--- src/rtl/bag_pkg.sv ---
package bag_pkg;

  // Low-bit address of a beat, given the captured start bits and the beat count.
  function automatic logic [7:0] order_low(input logic [7:0] start,
                                           input logic [7:0] cnt,
                                           input logic       interleave,
                                           input int         width);
    logic [7:0] mask;
    logic [7:0] r;
    mask = 8'((9'd1 << width) - 9'd1);
    if (interleave) r = start ^ cnt;
    else            r = start + cnt;
    return r & mask;
  endfunction

endpackage

--- src/rtl/bag_input_stage.sv ---
module bag_input_stage #(
  parameter int ADDR_W = 16,
  parameter int NSTB   = 2
) (
  input  logic              clk,
  input  logic              rst,
  input  logic [ADDR_W-1:0] addr_i,
  input  logic [NSTB-1:0]   stb_n_i,
  input  logic              adv_n_i,
  input  logic              ilv_i,
  output logic [ADDR_W-1:0] addr_q,
  output logic              load_q,
  output logic              adv_q,
  output logic              ilv_q
);

  logic [NSTB-1:0] stb_act_q;

  for (genvar g = 0; g < NSTB; g++) begin : g_stb
    always_ff @(posedge clk) begin
      if (rst) stb_act_q[g] <= 1'b0;
      else     stb_act_q[g] <= ~stb_n_i[g];
    end
  end

  always_ff @(posedge clk) begin
    if (rst) begin
      addr_q <= '0;
      adv_q  <= 1'b0;
      ilv_q  <= 1'b1;
    end else begin
      addr_q <= addr_i;
      adv_q  <= ~adv_n_i;
      ilv_q  <= ilv_i;
    end
  end

  assign load_q = |stb_act_q;

endmodule

--- src/rtl/bag_beat_counter.sv ---
module bag_beat_counter #(
  parameter int ADDR_W = 16,
  parameter int BEAT_W = 2
) (
  input  logic              clk,
  input  logic              rst,
  input  logic              load,
  input  logic              adv,
  input  logic [ADDR_W-1:0] addr,
  output logic [ADDR_W-1:0] base_nxt,
  output logic [BEAT_W-1:0] cnt_nxt
);

  logic [ADDR_W-1:0] base_q;
  logic [BEAT_W-1:0] cnt_q;

  // A strobe has priority over an advance; the counter wraps freely.
  always_comb begin
    base_nxt = base_q;
    cnt_nxt  = cnt_q;
    if (load) begin
      base_nxt = addr;
      cnt_nxt  = '0;
    end else if (adv) begin
      cnt_nxt = cnt_q + BEAT_W'(1);
    end
  end

  always_ff @(posedge clk) begin
    if (rst) begin
      base_q <= '0;
      cnt_q  <= '0;
    end else begin
      base_q <= base_nxt;
      cnt_q  <= cnt_nxt;
    end
  end

endmodule

--- src/rtl/bag_order_map.sv ---
module bag_order_map #(
  parameter int ADDR_W = 16,
  parameter int BEAT_W = 2
) (
  input  logic [ADDR_W-1:0] base,
  input  logic [BEAT_W-1:0] cnt,
  input  logic              interleave,
  output logic [ADDR_W-1:0] addr
);
  import bag_pkg::*;

  logic [7:0] low;

  always_comb begin
    low = order_low(8'(base[BEAT_W-1:0]), 8'(cnt), interleave, BEAT_W);
  end

  assign addr = {base[ADDR_W-1:BEAT_W], low[BEAT_W-1:0]};

endmodule

--- src/rtl/burst_addr_gen.sv ---
module burst_addr_gen #(
  parameter int ADDR_W = 16,
  parameter int BEAT_W = 2
) (
  input  logic              clk,
  input  logic              rst,
  input  logic [ADDR_W-1:0] ext_addr,
  input  logic              strobe_proc_n,
  input  logic              strobe_ctrl_n,
  input  logic              advance_n,
  input  logic              order_interleave,
  output logic [ADDR_W-1:0] cur_addr,
  output logic [BEAT_W-1:0] beat_pos
);

  localparam int NSTB = 2;

  logic [ADDR_W-1:0] addr_q;
  logic              load_q;
  logic              adv_q;
  logic              ilv_q;
  logic [ADDR_W-1:0] base_nxt;
  logic [BEAT_W-1:0] cnt_nxt;
  logic [ADDR_W-1:0] addr_nxt;

  bag_input_stage #(.ADDR_W(ADDR_W), .NSTB(NSTB)) u_in (
    .clk    (clk),
    .rst    (rst),
    .addr_i (ext_addr),
    .stb_n_i({strobe_ctrl_n, strobe_proc_n}),
    .adv_n_i(advance_n),
    .ilv_i  (order_interleave),
    .addr_q (addr_q),
    .load_q (load_q),
    .adv_q  (adv_q),
    .ilv_q  (ilv_q)
  );

  bag_beat_counter #(.ADDR_W(ADDR_W), .BEAT_W(BEAT_W)) u_cnt (
    .clk     (clk),
    .rst     (rst),
    .load    (load_q),
    .adv     (adv_q),
    .addr    (addr_q),
    .base_nxt(base_nxt),
    .cnt_nxt (cnt_nxt)
  );

  bag_order_map #(.ADDR_W(ADDR_W), .BEAT_W(BEAT_W)) u_map (
    .base      (base_nxt),
    .cnt       (cnt_nxt),
    .interleave(ilv_q),
    .addr      (addr_nxt)
  );

  always_ff @(posedge clk) begin
    if (rst) begin
      cur_addr <= '0;
      beat_pos <= '0;
    end else begin
      cur_addr <= addr_nxt;
      beat_pos <= cnt_nxt;
    end
  end

endmodule

--- config.mk ---
export PLATFORM = sky130hd
export DESIGN_NAME = burst_addr_gen
export DESIGN_NICKNAME = d
export VERILOG_FILES = /design/src/rtl/bag_pkg.sv /design/src/rtl/bag_input_stage.sv /design/src/rtl/bag_beat_counter.sv /design/src/rtl/bag_order_map.sv /design/src/rtl/burst_addr_gen.sv
export SDC_FILE = /design/constraint.sdc
export NUM_CORES = 1
export LEC_CHECK = 0
export ABC_AREA = 1
export CORE_ASPECT_RATIO = 0.5
export CORE_MARGIN = 1
export CORE_UTILIZATION = 45
export CTS_CLUSTER_SIZE = 10
export DETAILED_ROUTE_END_ITERATION = 6
export GPL_ROUTABILITY_DRIVEN = 0
export PLACE_DENSITY = 0.76
export SYNTH_ARGS = -nofsm -noshare
export SYNTH_HDL_FRONTEND = slang
export SYNTH_SLANG_ARGS = --single-unit
--- constraint.sdc ---
create_clock -name clk -period 2.6 [get_ports clk]
set_input_delay 0.39 -clock clk [delete_from_list [all_inputs] [get_ports clk]]
set_output_delay 0.39 -clock clk [all_outputs]
set_load 0.02 [all_outputs]
### Yosys cells after proc, flatten, opt, wreduce, memory -nomap -nowiden

Index checks and enable logic that the tools add are counted.

| operators by class | value |
|---|---|
| $add $sub $neg | 2 |
| muxes and demuxes | 4 |
| bitwise gates (word level) | 4 |
| reduce and logical (&&, ||, !) cells | 1 |

Operators with widths:

| cell | number |
|---|---|
| two-way mux 16 bit | 1 |
| two-way mux 2 bit | 3 |
| inverter 1 bit | 3 |
| adder 2 x 1 -> 2 bit, second input constant | 1 |
| adder 2 bit | 1 |
| OR reduction 2 bit | 1 |
| bitwise XOR 2 bit | 1 |

| storage, ports and cells | value |
|---|---|
| register bits | 54 |
| output and inout port bits | 18 |
| logic and storage cells | 19 |

### Depth between registers and ports, before layout

Gate-level depths: netlist of run 1.

| logic depth | value |
|---|---|
| depth in word-level cells | 5 |
| mapped depth | 13 |

### Cells and area by module

Synthesis of run 1 repeated with hierarchy kept, for this count alone.

| unflattened totals | value |
|---|---|
| cell total of the unflattened synthesis | 247 |
| area, all modules | 2,088.3 sq um |

By module, submodules not included:

| module | times used | cells each | area an instance (sq um) |
|---|---|---|---|
| bag_beat_counter | 1 | 99 | 814.5 |
| bag_input_stage | 1 | 63 | 579.3 |
| burst_addr_gen | 1 | 56 | 521.8 |
| bag_order_map | 1 | 29 | 172.7 |

### Least setup slack after synthesis of run 1

No wires, ideal clock.

| timing path | value |
|---|---|
| path kind | flip-flop to flip-flop |
| from | register u_in.stb_act_q[0] |
| to | register cur_addr[1] |
| library setup time | 115 ps |
| arrival | 1,362 ps |
| data required time | 2,485 ps |
| setup slack | 1,123 ps |
| stages on the path, launching flop included | 11 |
| path buffers | 1 |
| period minus slack after synthesis | 1,477 ps |
| path through | dfxtp_1 inv_2 nand2_4 buf_4 nor3_1 ha_1 inv_1 nor2_1 nand3_1 a21oi_1 nor2_1 |

| on the way | value |
|---|---|
| cells in the longest elaborated chain, start to end | 4 |
| elaborated cells on any way between the ends | 6 |

RTL lines:

| element | line | RTL |
|---|---|---|
| start: declaration | bag_input_stage.sv:17 | `logic [NSTB-1:0] stb_act_q;` |
| start signal: indexed assignment | bag_input_stage.sv:22 | `else stb_act_q[g] <= ~stb_n_i[g];` |
| OR reduction 2 bit | bag_input_stage.sv:38 | `assign load_q = \|stb_act_q;` |
| two-way mux 2 bit | bag_beat_counter.sv:21 | `if (load) begin` |
| named net cnt_nxt[0] | burst_addr_gen.sv:23 | `logic [BEAT_W-1:0] cnt_nxt;` |
| adder 2 bit | bag_pkg.sv:12 | `else r = start + cnt;` |
| two-way mux 2 bit | bag_pkg.sv:11 | `if (interleave) r = start ^ cnt;` |
| end signal: assignment | burst_addr_gen.sv:61 | `cur_addr <= addr_nxt;` |
| end: declaration | burst_addr_gen.sv:12 | `output logic [ADDR_W-1:0] cur_addr,` |

The timed path passes the listed nets, and every way through them passes these cells.
A chain may end at the register's enable or synchronous reset.

==> reports/summary.md, run 1 <==
- 942 ps — worst setup timing slack at the placement stage
- 0.0686 — ratio of cells with drive above 1 in the final layout
- 226 — number of nets in the layout
- 40 — flip-flop and latch count after synthesis
- 397 ps — transition at the pin with the smallest max-transition slack
- 8.98 um — wire length per cell
- 0.208 — synthesized-area fraction occupied by and/or/nand/nor cells
- 0.000311 V — Peak VDD IR
- 1018 — total number of vias
- complete, no violations — status
- 906 ps — worst path setup slack after routing
- 42.2 um — die extent in y
- 0 — proportion of synthesized area in mux cells
- flip-flop — Worst Setup Start Kind
- 199 — total nets after synthesis
- 0.00175 mm^2 — cell area reported after detailed placement
- 70 ps — clock slew seen by the registers of the worst setup and hold paths
- 1 — combined buffer and inverter count along the critical path
- 0.652 — final clock period utilization by the worst path
- 0 — final number of setup-violating endpoints
- 0.00347 mm^2 — Die Area
- 2 — H-tree levels
- 0 — number of post-CTS setup repair buffers
- 0 — initial antenna violation count
- 3.41 ps — final clock skew
- 26 — maximum number of pins on one net before global-route repair
- 0 — post-CTS resize count
- 896 — via count of the first global-routing pass
- 0.00862 — adder and majority gate portion of the synthesized area
- 16 — violation count after the first detailed-route iteration
- 12 — Worst Reg2Reg Path Length in Cells
- 0 — diodes inserted
- u_in.stb_act_q[0] — start of the worst register-to-register path
- 5 — CP max FO
- simple AND/OR/NAND/NOR gates — dominant combinational cell family by area after synthesis
- clkdlybuf4s50_1 — critical path cell sequence
- 290 ps — clock insertion delay at the later pin of the skew report
- 0.00303 mm^2 — Core Box Area
- sky130_fd_sc_hd__clkbuf_8 — Root Buffer Master
- 0 ps — sum of negative setup slack
- 0.00184 mm^2 — final design area excluding fillers
- 244 — Final Instance Count excl. Fillers
- buffers and inverters — delay-heaviest family, CP
- 0.0621 — share of the synthesized area in compound gates (AO/OA/AOI/OAI)
- 1690 ps — shortest period the worst path allows
- 1 — Levels on crit path
- 268 — filler cell count
- 482 ps — Hold Slack
- 930 ps — r2r setup slk
- 0.479 — starting density of the core
- beat_pos[0] — capture point of the worst path
- 8.25 um^2 — mean area per synthesized cell
- no — setup repair after global routing missed its margin
- 0 — count of pins over their slew limit
- 39 — Port Buffer Count
- 0 — final hold vios
- 0 — count of max-cap constraint violations
- 1.59 mm — post-detailed-placement half-perimeter wirelength
- 2210 ps — CP required
- 0.735 — relative slew slack
- 3.73 mm — first-pass GRT wire length
- 22 — count of unique library cells instantiated by Yosys
- 40 — I/O Pins
- 0.552 — portion of the post-synthesis area used by sequential elements
- 40 — clock sink total
- 0.149 — aggregate global-route resource usage
- 0 — count of synthesis-stage warnings from yosys
- 4.17 — number of vias per cell after detailed routing
- 0 — number of hold-repair buffers added at the cts stage
- 236 — cell total after placement
- 680 mW/mm^2 — cell area power density
- 26.8% — Synth-to-Final Area Change
- 4 — number of iterations in the first detailed-routing pass
- built — TritonCTS clock tree
- 590 MHz — peak clock frequency supported by timing
- 0.000824 uW — static leakage power
- 0 — total DRC errors in the routed layout
- 2.19 mm — routed wire length
- sky130_fd_sc_hd__clkdlybuf4s50_1 — cell type of the slowest stage on the worst timing path
- 0.00145 mm^2 — total standard cell area after synthesis
- 0 — remaining global-route overflow
- flip-flop to flip-flop — type of the most critical hold path
- 620 ps — max incr delay on CP
- cur_addr[1] — r2r endpoint
- 5 — total CTS buffers
- 0 — xor and xnor area share after synthesis
- u_cnt.cnt_q[0] — Critical path origin
- flip-flop to primary output — start-to-end type of the worst setup path
- 14 — Row Count
- 176 — number of instances in the synthesized netlist
- 82.3 um — width of the die
- 0 — number of nets with antenna violations after detailed routing
- 1300 ps — Arr. time, crit path
- primary output — CP endpoint kind
- 2 — CTS max path bufs
cell usage after synthesis:
master / instances / area, um^2
sky130_fd_sc_hd__o21ai_1: 2 / 10.0
sky130_fd_sc_hd__nand3_1: 4 / 20.0
sky130_fd_sc_hd__buf_6: 1 / 11.3
sky130_fd_sc_hd__buf_4: 15 / 113
sky130_fd_sc_hd__inv_1: 24 / 90.1
sky130_fd_sc_hd__inv_2: 2 / 7.51
sky130_fd_sc_hd__or2_0: 1 / 6.26
sky130_fd_sc_hd__buf_2: 2 / 10.0
sky130_fd_sc_hd__dfxtp_1: 40 / 801
sky130_fd_sc_hd__nand2_1: 6 / 22.5
sky130_fd_sc_hd__o21ai_0: 13 / 65.1
sky130_fd_sc_hd__clkbuf_4: 2 / 15.0
sky130_fd_sc_hd__nand2_4: 1 / 11.3
sky130_fd_sc_hd__or2_2: 1 / 6.26
sky130_fd_sc_hd__a21oi_1: 3 / 15.0
sky130_fd_sc_hd__nor2_2: 1 / 6.26
sky130_fd_sc_hd__nor2_4: 1 / 11.3
sky130_fd_sc_hd__ha_1: 1 / 12.5
sky130_fd_sc_hd__nor2_1: 52 / 195
sky130_fd_sc_hd__nor3_1: 2 / 10.0
sky130_fd_sc_hd__nor4_1: 1 / 6.26
sky130_fd_sc_hd__nand2_2: 1 / 6.26
per-layer routing:
layer  track usage  part of all wire
met1         0.179              0.46
met2         0.233              0.48
met3        0.0522             0.052
met4        0.0842            0.0096
met5             0                 0
per-stage QoR:
stage / total power [uW] / util
finish: 1250 / 0.607
global route: 1320 / 0.607
CTS: 1270 / 0.607
detailed placement: 857 / 0.578
global placement: 852 / 0.578
floorplan: 799 / -
worst min-delay path by stage:
stage               startpoint      endpoint  slack, ps  cells after the start
2_1_floorplan   u_in.addr_q[9]   cur_addr[9]        440                      2
3_5_place_dp   u_in.addr_q[14]  cur_addr[14]        470                      2
6_report           cur_addr[2]   cur_addr[2]        480                      2
4_1_cts        u_in.addr_q[14]  cur_addr[14]        490                      2
5_1_grt         u_in.addr_q[4]   cur_addr[4]        510                      2
3_3_place_gp    u_in.addr_q[9]   cur_addr[9]        450                      2
power breakdown:
part / total, uW / internal (uW) / switching (uW)
Combinational: 173 / 87.3 / 85.6
Sequential: 668 / 652 / 16.2
Clock: 411 / 216 / 195
Total: 1250 / 955 / 297
placed cells by master (no fill, tap or decap):
cell,n
sky130_fd_sc_hd__or2_0,1
sky130_fd_sc_hd__inv_1,24
sky130_fd_sc_hd__clkdlybuf4s50_1,39
sky130_fd_sc_hd__dfxtp_1,40
sky130_fd_sc_hd__nor4_1,1
sky130_fd_sc_hd__nand2_1,6
sky130_fd_sc_hd__nand2_4,1
sky130_fd_sc_hd__inv_2,2
sky130_fd_sc_hd__nand3_1,4
sky130_fd_sc_hd__nor2_2,1
sky130_fd_sc_hd__clkbuf_1,2
sky130_fd_sc_hd__o21ai_1,2
sky130_fd_sc_hd__nor2_1,52
sky130_fd_sc_hd__a21oi_1,3
sky130_fd_sc_hd__nor2_4,1
sky130_fd_sc_hd__buf_4,1
sky130_fd_sc_hd__or2_2,1
sky130_fd_sc_hd__nand2_2,1
sky130_fd_sc_hd__clkbuf_8,6
sky130_fd_sc_hd__nor3_1,2
sky130_fd_sc_hd__o21ai_0,13
sky130_fd_sc_hd__ha_1,1
sequential cells by signal (all words and copies together) (netlist names):
name / count
u_in.stb_act_q: 2
u_in.ilv_q: 1
u_cnt.cnt_q: 2
u_in.addr_q: 16
u_in.adv_q: 1
cur_addr: 16
u_cnt.base_q: 2
cell families after synthesis:
group / after synthesis
adder cells (fa/ha/maj): 1
AND/OR/NAND/NOR: 71
AO/OA/AOI/OAI: 18
flip-flops: 40
buffers and inverters: 46
area by class of cell:
class	instances	area [um^2]	share of cell area
Timing Repair Buffer	40	398	0.216
Clock buffer	8	90.1	0.0489
Sequential cell	40	801	0.435
Tap cell	40	50.0	0.0272
Multi-Input combinational cell	90	404	0.220
Inverter	26	97.6	0.0530
(Power assumes the default switching activity.)
==> inputs of run 2 (changes only) <==
--- a/config.mk
+++ b/config.mk
@@ -8,11 +8,11 @@
 export ABC_AREA = 1
 export CORE_ASPECT_RATIO = 0.5
 export CORE_MARGIN = 1
-export CORE_UTILIZATION = 45
+export CORE_UTILIZATION = 42
 export CTS_CLUSTER_SIZE = 10
 export DETAILED_ROUTE_END_ITERATION = 6
 export GPL_ROUTABILITY_DRIVEN = 0
-export PLACE_DENSITY = 0.76
+export PLACE_DENSITY = 0.74
 export SYNTH_ARGS = -nofsm -noshare
 export SYNTH_HDL_FRONTEND = slang
 export SYNTH_SLANG_ARGS = --single-unit
==> constraint.sdc (replaced) <==
create_clock -name clk -period 1.4 [get_ports clk]
set_input_delay 0.21 -clock clk [delete_from_list [all_inputs] [get_ports clk]]
set_output_delay 0.21 -clock clk [all_outputs]
set_load 0.02 [all_outputs]
==> run 2 against run 1 <==
  * The run now ends with negative setup slack left
  * Register-to-register slack worse by 1100 ps
  * Wire length increased by 17%
  * Clock-buffer cell count decreased by 2
  * Largest power group unchanged
  * Utilization up 1.4 points
  * Final cell count increased by 4.1%
  * Worst setup slack got worse by 1100 ps
  * Power up 98%
  * Critical endpoint is now cur_addr[1]
  * Combinational power rose by 98%
  * Critical path depth grew 11
  * Design area increased by 5.8%
  * Sequential power rose by 86%
==> reports/summary.md, run 2 (same netlist as run 1, synthesis figures left out) <==
- 0 — final hold vios, unchanged
- 0.000959 uW — static leakage power, +16%
- 10.1 um — wire length per cell, +13%
- 40 — clock sink total, unchanged
- sky130_fd_sc_hd__clkbuf_8 — Root Buffer Master
- 0.159 — ratio of cells with drive above 1 in the final layout, +0.0903
- 4.11 mm — first-pass GRT wire length, +10%
- 12 — Worst Reg2Reg Path Length in Cells, unchanged
- 14 — Row Count, unchanged
- 994 — via count of the first global-routing pass, +11%
- 0 — number of hold-repair buffers added at the cts stage, unchanged
- 1121 — total number of vias, +10%
- 2 — CTS max path bufs, unchanged
- 4.30 ps — final clock skew, +0.892 ps
- negative setup slack — violated checks
- 0 — remaining global-route overflow, unchanged
- 1560 ps — shortest period the worst path allows
- 21 — maximum number of pins on one net before global-route repair, -19%
- sky130_fd_sc_hd__dfxtp_2 — cell type of the slowest stage on the worst timing path
- 0.463 — starting density of the core, -0.0161
- 4 — number of iterations in the first detailed-routing pass, unchanged
- flip-flop — Worst Setup Start Kind
- 0.00195 mm^2 — final design area excluding fillers, +5.8%
- flip-flop to flip-flop — start-to-end type of the worst setup path
- inv_2 -> nand2_4 -> or2_0 -> o21ai_1 -> inv_1 -> ha_2 -> inv_2 -> nor2_2 -> inv_1 -> nand3_2 -> a21oi_1 -> nor2_1 — critical path cell sequence
- 5 — total CTS buffers, unchanged
- 70 ps — clock slew seen by the registers of the worst setup and hold paths, about the same
- 0.00314 mm^2 — Core Box Area, +3.5%
- sky130_fd_sc_hd__nor2_1 — most common library cell in the layout ignoring fill and taps
- 0.00183 mm^2 — cell area reported after detailed placement, +4.4%
- 43.6 um — die extent in y, +3.3%
- 0.152 — aggregate global-route resource usage, +0.00317
- 3 — number of stages on the worst hold path, +1
- flip-flop — CP endpoint kind
- simple AND/OR/NAND/NOR gates — delay-heaviest family, CP
- 0.00371 mm^2 — Die Area, +6.9%
- 40 — I/O Pins, unchanged
- 85.1 um — width of the die, +3.4%
- 275 — filler cell count, +2.6%
- 0 — number of nets with antenna violations after detailed routing, unchanged
- 2 — H-tree levels, unchanged
- 0.761 — relative slew slack, +0.0262
- 1580 ps — CP required, -630 ps
- 1.73 mm — post-detailed-placement half-perimeter wirelength, +8.8%
- yes — setup repair after global routing missed its margin
- 1740 ps — Arr. time, crit path, +440 ps
- u_in.stb_act_q[0] — start of the worst register-to-register path
- 290 ps — clock insertion delay at the later pin of the skew report, about the same
- 4.41 — number of vias per cell after detailed routing, +5.8%
- sky130_fd_sc_hd__nor2_1 (51), sky130_fd_sc_hd__dfxtp_1 (37), sky130_fd_sc_hd__inv_1 (23) — most frequent cells in the layout
- cur_addr[1] — r2r endpoint
- 236 — number of nets in the layout, +4.4%
- 2.57 mm — routed wire length, +17%
- -109 ps — worst setup timing slack at the placement stage, -1050 ps
- 34.1% — Synth-to-Final Area Change
- 0 — initial antenna violation count, unchanged
- built — TritonCTS clock tree
- 0 — total DRC errors in the routed layout, unchanged
- 0 — count of max-cap constraint violations, unchanged
- u_in.stb_act_q[0] — Critical path origin
- 19 — violation count after the first detailed-route iteration, +3
- 642 MHz — peak clock frequency supported by timing
- -160 ps — r2r setup slk, -1090 ps
- 330 ps — max incr delay on CP, -290 ps
- 1280 mW/mm^2 — cell area power density, +88%
- -157 ps — worst path setup slack after routing, -1060 ps
- 1 — final number of setup-violating endpoints, +1
- 357 ps — transition at the pin with the smallest max-transition slack, -39.3 ps
- u_in.addr_q[7] — Hold Path Sink
- 1.11 — final clock period utilization by the worst path
- 3 — CP max FO, -2
- cur_addr x16, u_in.addr_q x16 — registers with the highest flip-flop counts
- 0.000474 V — Peak VDD IR, +53%
- finished, violations left — status
- 0 — diodes inserted, unchanged
- 4 — combined buffer and inverter count along the critical path, +3
- 39 — Port Buffer Count, unchanged
- input port to flip-flop — type of the most critical hold path
- 0 — count of pins over their slew limit, unchanged
- ext_addr[7] — launch point of the worst hold path
==> run 2: cell count changes in the layout (fill, tap and decap cells not counted), sizes merged <==
cell / change
bufinv: +1
buf: +10
clkdlybuf4s50: -18
dlygate4sd2: +18
clkinv: +1
clkbuf: -2
==> run 2: through the flow <==
stage	cells	hold WS (ps)	util	power (uW)	TNS, ps
detailed placement	243	464	0.583	1620	-109
CTS	252	417	0.615	2510	-102
floorplan	176	275	-	1490	-55.1
finish	254	426	0.621	2480	-157
global route	254	438	0.621	2590	-229
global placement	243	449	0.583	1610	-34.7
==> run 2: per-layer routing <==
| metal | part of all wire | track usage |
|---|---|---|
| met1 | 0.45 | 0.161 |
| met2 | 0.47 | 0.265 |
| met3 | 0.047 | 0.0457 |
| met4 | 0.030 | 0.122 |
| met5 | 0 | 0 |
==> run 2: what timing repair did <==
item                       4_1_cts  5_1_grt
setup endpoints to repair       19        1
setup buffers                    1        2
resized for setup               20        2
pin swaps                        3        5
==> run 2: layout make-up <==
class	instances	area [um^2]	share of cell area
multi-input combinational	90	424	0.218
inverter	26	97.6	0.0501
clock inverter	2	35.0	0.0180
clock buffer	6	72.6	0.0373
timing repair buffer	50	463	0.238
sequential	40	805	0.413
tap	40	50.0	0.0257
==> run 2: worst reg2reg max path, cell delays in order, from the launching register on <==
cell                      delay, ps
sky130_fd_sc_hd__dfxtp_2        330
sky130_fd_sc_hd__inv_2           60
sky130_fd_sc_hd__nand2_4         50
sky130_fd_sc_hd__or2_0          230
sky130_fd_sc_hd__o21ai_1        130
sky130_fd_sc_hd__inv_1           70
sky130_fd_sc_hd__ha_2           180
sky130_fd_sc_hd__inv_2           50
sky130_fd_sc_hd__nor2_2          30
sky130_fd_sc_hd__inv_1           60
sky130_fd_sc_hd__nand3_2         80
sky130_fd_sc_hd__a21oi_1        140
sky130_fd_sc_hd__nor2_1          60
==> run 2: worst max-delay path by stage <==
stage,endpoint,slack [ps],depth (start not counted)
floorplan,cur_addr[1],-60,12
global placement,cur_addr[1],-30,12
detailed placement,cur_addr[1],-110,12
CTS,cur_addr[1],-100,13
global route,cur_addr[1],-220,13
finish,cur_addr[1],-160,12
==> run 2: report_power, final <==
part | leakage (uW) | internal, uW | switching [uW]
Clock | 0.0000552 | 528 | 374
Combinational | 0.000571 | 169 | 175
Sequential | 0.000333 | 1210 | 27.5
Total | 0.000959 | 1910 | 576
==> inputs of run 3 (changes only) <==
--- a/config.mk
+++ b/config.mk
@@ -7,12 +7,13 @@
 export LEC_CHECK = 0
 export ABC_AREA = 1
 export CORE_ASPECT_RATIO = 0.5
-export CORE_MARGIN = 1
+export CORE_MARGIN = 1.5
 export CORE_UTILIZATION = 42
 export CTS_CLUSTER_SIZE = 10
 export DETAILED_ROUTE_END_ITERATION = 6
 export GPL_ROUTABILITY_DRIVEN = 0
 export PLACE_DENSITY = 0.74
+export SKIP_LAST_GASP = 1
 export SYNTH_ARGS = -nofsm -noshare
 export SYNTH_HDL_FRONTEND = slang
 export SYNTH_SLANG_ARGS = --single-unit
==> run 3 against run 2 <==
  * The run still ends with negative setup slack left
  * Sequential cell count is the same
  * Clock-buffer cell count grew 1
  * Worst setup slack gained 33 ps
  * Fmax grew 2.1%
  * Largest cell class unchanged
  * Highest routed layer unchanged
==> reports/summary.md, run 3 (same netlist as run 1, synthesis figures left out) <==
- 2.66 mm — routed wire length, +3.4%
- 1005 — via count of the first global-routing pass, +1.1%
- 0.636 — share of the core filled with cells, +0.0148
- 4.06 ps — final clock skew, -0.241 ps
- u_in.addr_q[3] — Hold Path Sink
- yes — setup repair after global routing missed its margin
- 44.6 um — die extent in y, +2.3%
- 39 — Port Buffer Count, unchanged
- 4 — CP max FO, +1
- 12 — Worst Reg2Reg Path Length in Cells, unchanged
- 0 — diodes inserted, unchanged
- 70 ps — clock slew seen by the registers of the worst setup and hold paths, about the same
- 0 — final hold vios, unchanged
- cur_addr[1] — r2r endpoint
- 0 — remaining global-route overflow, unchanged
- 15 — violation count after the first detailed-route iteration, -4
- 371 ps — transition at the pin with the smallest max-transition slack, +13.9 ps
- 40 — I/O Pins, unchanged
- 1.83 mm — post-detailed-placement half-perimeter wirelength, +5.7%
- 4.36 — number of vias per cell after detailed routing, -1.2%
- 1590 ps — CP required, about the same
- 6 — number of iterations in the first detailed-routing pass, +2
- 0 — count of max-cap constraint violations, unchanged
- finished, violations left — status
- sky130_fd_sc_hd__nor2_1 — most common library cell in the layout ignoring fill and taps
- 239 — number of nets in the layout, +1.3%
- 1 — final number of setup-violating endpoints, unchanged
- input port to flip-flop — type of the most critical hold path
- 290 ps — clock insertion delay at the later pin of the skew report, about the same
- 10.4 um — wire length per cell, +2.2%
- 3 — number of stages on the worst hold path, unchanged
- 2 — CTS max path bufs, unchanged
- built — TritonCTS clock tree
- 0.00183 mm^2 — cell area reported after detailed placement, +0.14%
- 0.194 — ratio of cells with drive above 1 in the final layout, +0.0347
- 1520 ps — shortest period the worst path allows, -32.6 ps
- flip-flop — CP endpoint kind
- sky130_fd_sc_hd__nor2_1 (51), sky130_fd_sc_hd__dfxtp_1 (37), sky130_fd_sc_hd__inv_1 (22) — most frequent cells in the layout
- flip-flop to flip-flop — start-to-end type of the worst setup path
- 1.09 — final clock period utilization by the worst path, -0.0233
- sky130_fd_sc_hd__clkbuf_8 — Root Buffer Master
- u_in.stb_act_q[0] — start of the worst register-to-register path
- 40 — clock sink total, unchanged
- 245 — cell total after placement, +0.82%
- 37.3% — Synth-to-Final Area Change
- 0.463 — starting density of the core, unchanged
- 18 — maximum number of pins on one net before global-route repair, -14%
- 0.154 — aggregate global-route resource usage, +0.00198
- 5 — total CTS buffers, unchanged
- 1720 ps — Arr. time, crit path, -20 ps
- 0.00199 mm^2 — final design area excluding fillers, +2.4%
- 0.00314 mm^2 — Core Box Area, unchanged
- 0 — total DRC errors in the routed layout, unchanged
- 14 — Row Count, unchanged
- 1121 — total number of vias, unchanged
- 656 MHz — peak clock frequency supported by timing, +2.1%
- 0.000536 V — Peak VDD IR, +13%
- 0.00384 mm^2 — Die Area, +3.5%
- 1310 mW/mm^2 — cell area power density, +2.3%
- 0.000983 uW — static leakage power, +2.5%
- 0.752 — relative slew slack, -0.00929
- 0 — initial antenna violation count, unchanged
- 257 — Final Instance Count excl. Fillers, +1.2%
- ext_addr[3] — launch point of the worst hold path
- flip-flop — Worst Setup Start Kind
- 2 — H-tree levels, unchanged
- 86.1 um — width of the die, +1.2%
- cur_addr x16, u_in.addr_q x16 — registers with the highest flip-flop counts
- 4.29 mm — first-pass GRT wire length, +4.5%
- 0 — number of nets with antenna violations after detailed routing, unchanged
- -124 ps — worst path setup slack after routing, +32.6 ps
- -120 ps — r2r setup slk, +30 ps
- negative setup slack — violated checks
- 0 — count of pins over their slew limit, unchanged
==> run 3: worst max-delay path by stage <==
stage | from | end | slack, ps | depth (start not counted)
after global placement | u_in.stb_act_q[1] | cur_addr[1] | -60 | 12
after global routing | u_in.stb_act_q[0] | cur_addr[1] | -220 | 12
after detailed placement | u_in.stb_act_q[1] | cur_addr[1] | -120 | 12
final | u_in.stb_act_q[0] | cur_addr[1] | -120 | 12
after CTS | u_in.stb_act_q[1] | cur_addr[1] | -80 | 12
after floorplan | u_in.stb_act_q[1] | cur_addr[1] | -60 | 12
==> run 3: through the flow <==
step	TNS [ps]	total power (uW)	setup WS, ps	hold WS, ps
after CTS	-77.0	2620	-77.0	416
after global routing	-248	2710	-216	430
after detailed placement	-117	1620	-117	468
after floorplan	-55.1	1490	-55.1	275
after global placement	-55.7	1610	-55.7	447
final	-124	2600	-124	426
==> run 3: what timing repair did <==
action	4_1_cts	5_1_grt
hold buffers	0	0
setup endpoints to repair	19	2
gates resized for setup	19	9
setup buffers	3	1
pin swaps	3	5
==> run 3: critical path: stages, from the launching register on <==
cell and delay, ps:
sky130_fd_sc_hd__dfxtp_2 330, sky130_fd_sc_hd__inv_2 60, sky130_fd_sc_hd__nand2_4 60, sky130_fd_sc_hd__or2_1 270
sky130_fd_sc_hd__o21ai_2 90, sky130_fd_sc_hd__inv_1 60, sky130_fd_sc_hd__ha_2 170, sky130_fd_sc_hd__inv_2 60
sky130_fd_sc_hd__nor2_4 40, sky130_fd_sc_hd__inv_2 50, sky130_fd_sc_hd__nand3_2 80, sky130_fd_sc_hd__a21oi_2 130
sky130_fd_sc_hd__nor2_1 40
==> run 3: layer usage <==
metal	up-vias	GRT usage	share of wire
li1	590	-	-
met1	494	0.161	0.41
met2	30	0.274	0.51
met3	7	0.0522	0.055
met4	0	0.106	0.024
met5	-	0	0
==> run 3: layout make-up <==
type / instances / area, um^2
Fill cell: 270 / 1140
Sequential cell: 40 / 805
Inverter: 26 / 97.6
Timing Repair Buffer: 53 / 473
Clock buffer: 7 / 96.3
Multi-Input combinational cell: 90 / 442
Clock inverter: 1 / 30.0
Tap cell: 40 / 50.0
==> run 3: power breakdown <==
group | internal (uW) | switching [uW] | total [uW]
logic | 173 | 181 | 354
clock network | 628 | 380 | 1010
registers | 1210 | 28.4 | 1240
total | 2010 | 590 | 2600
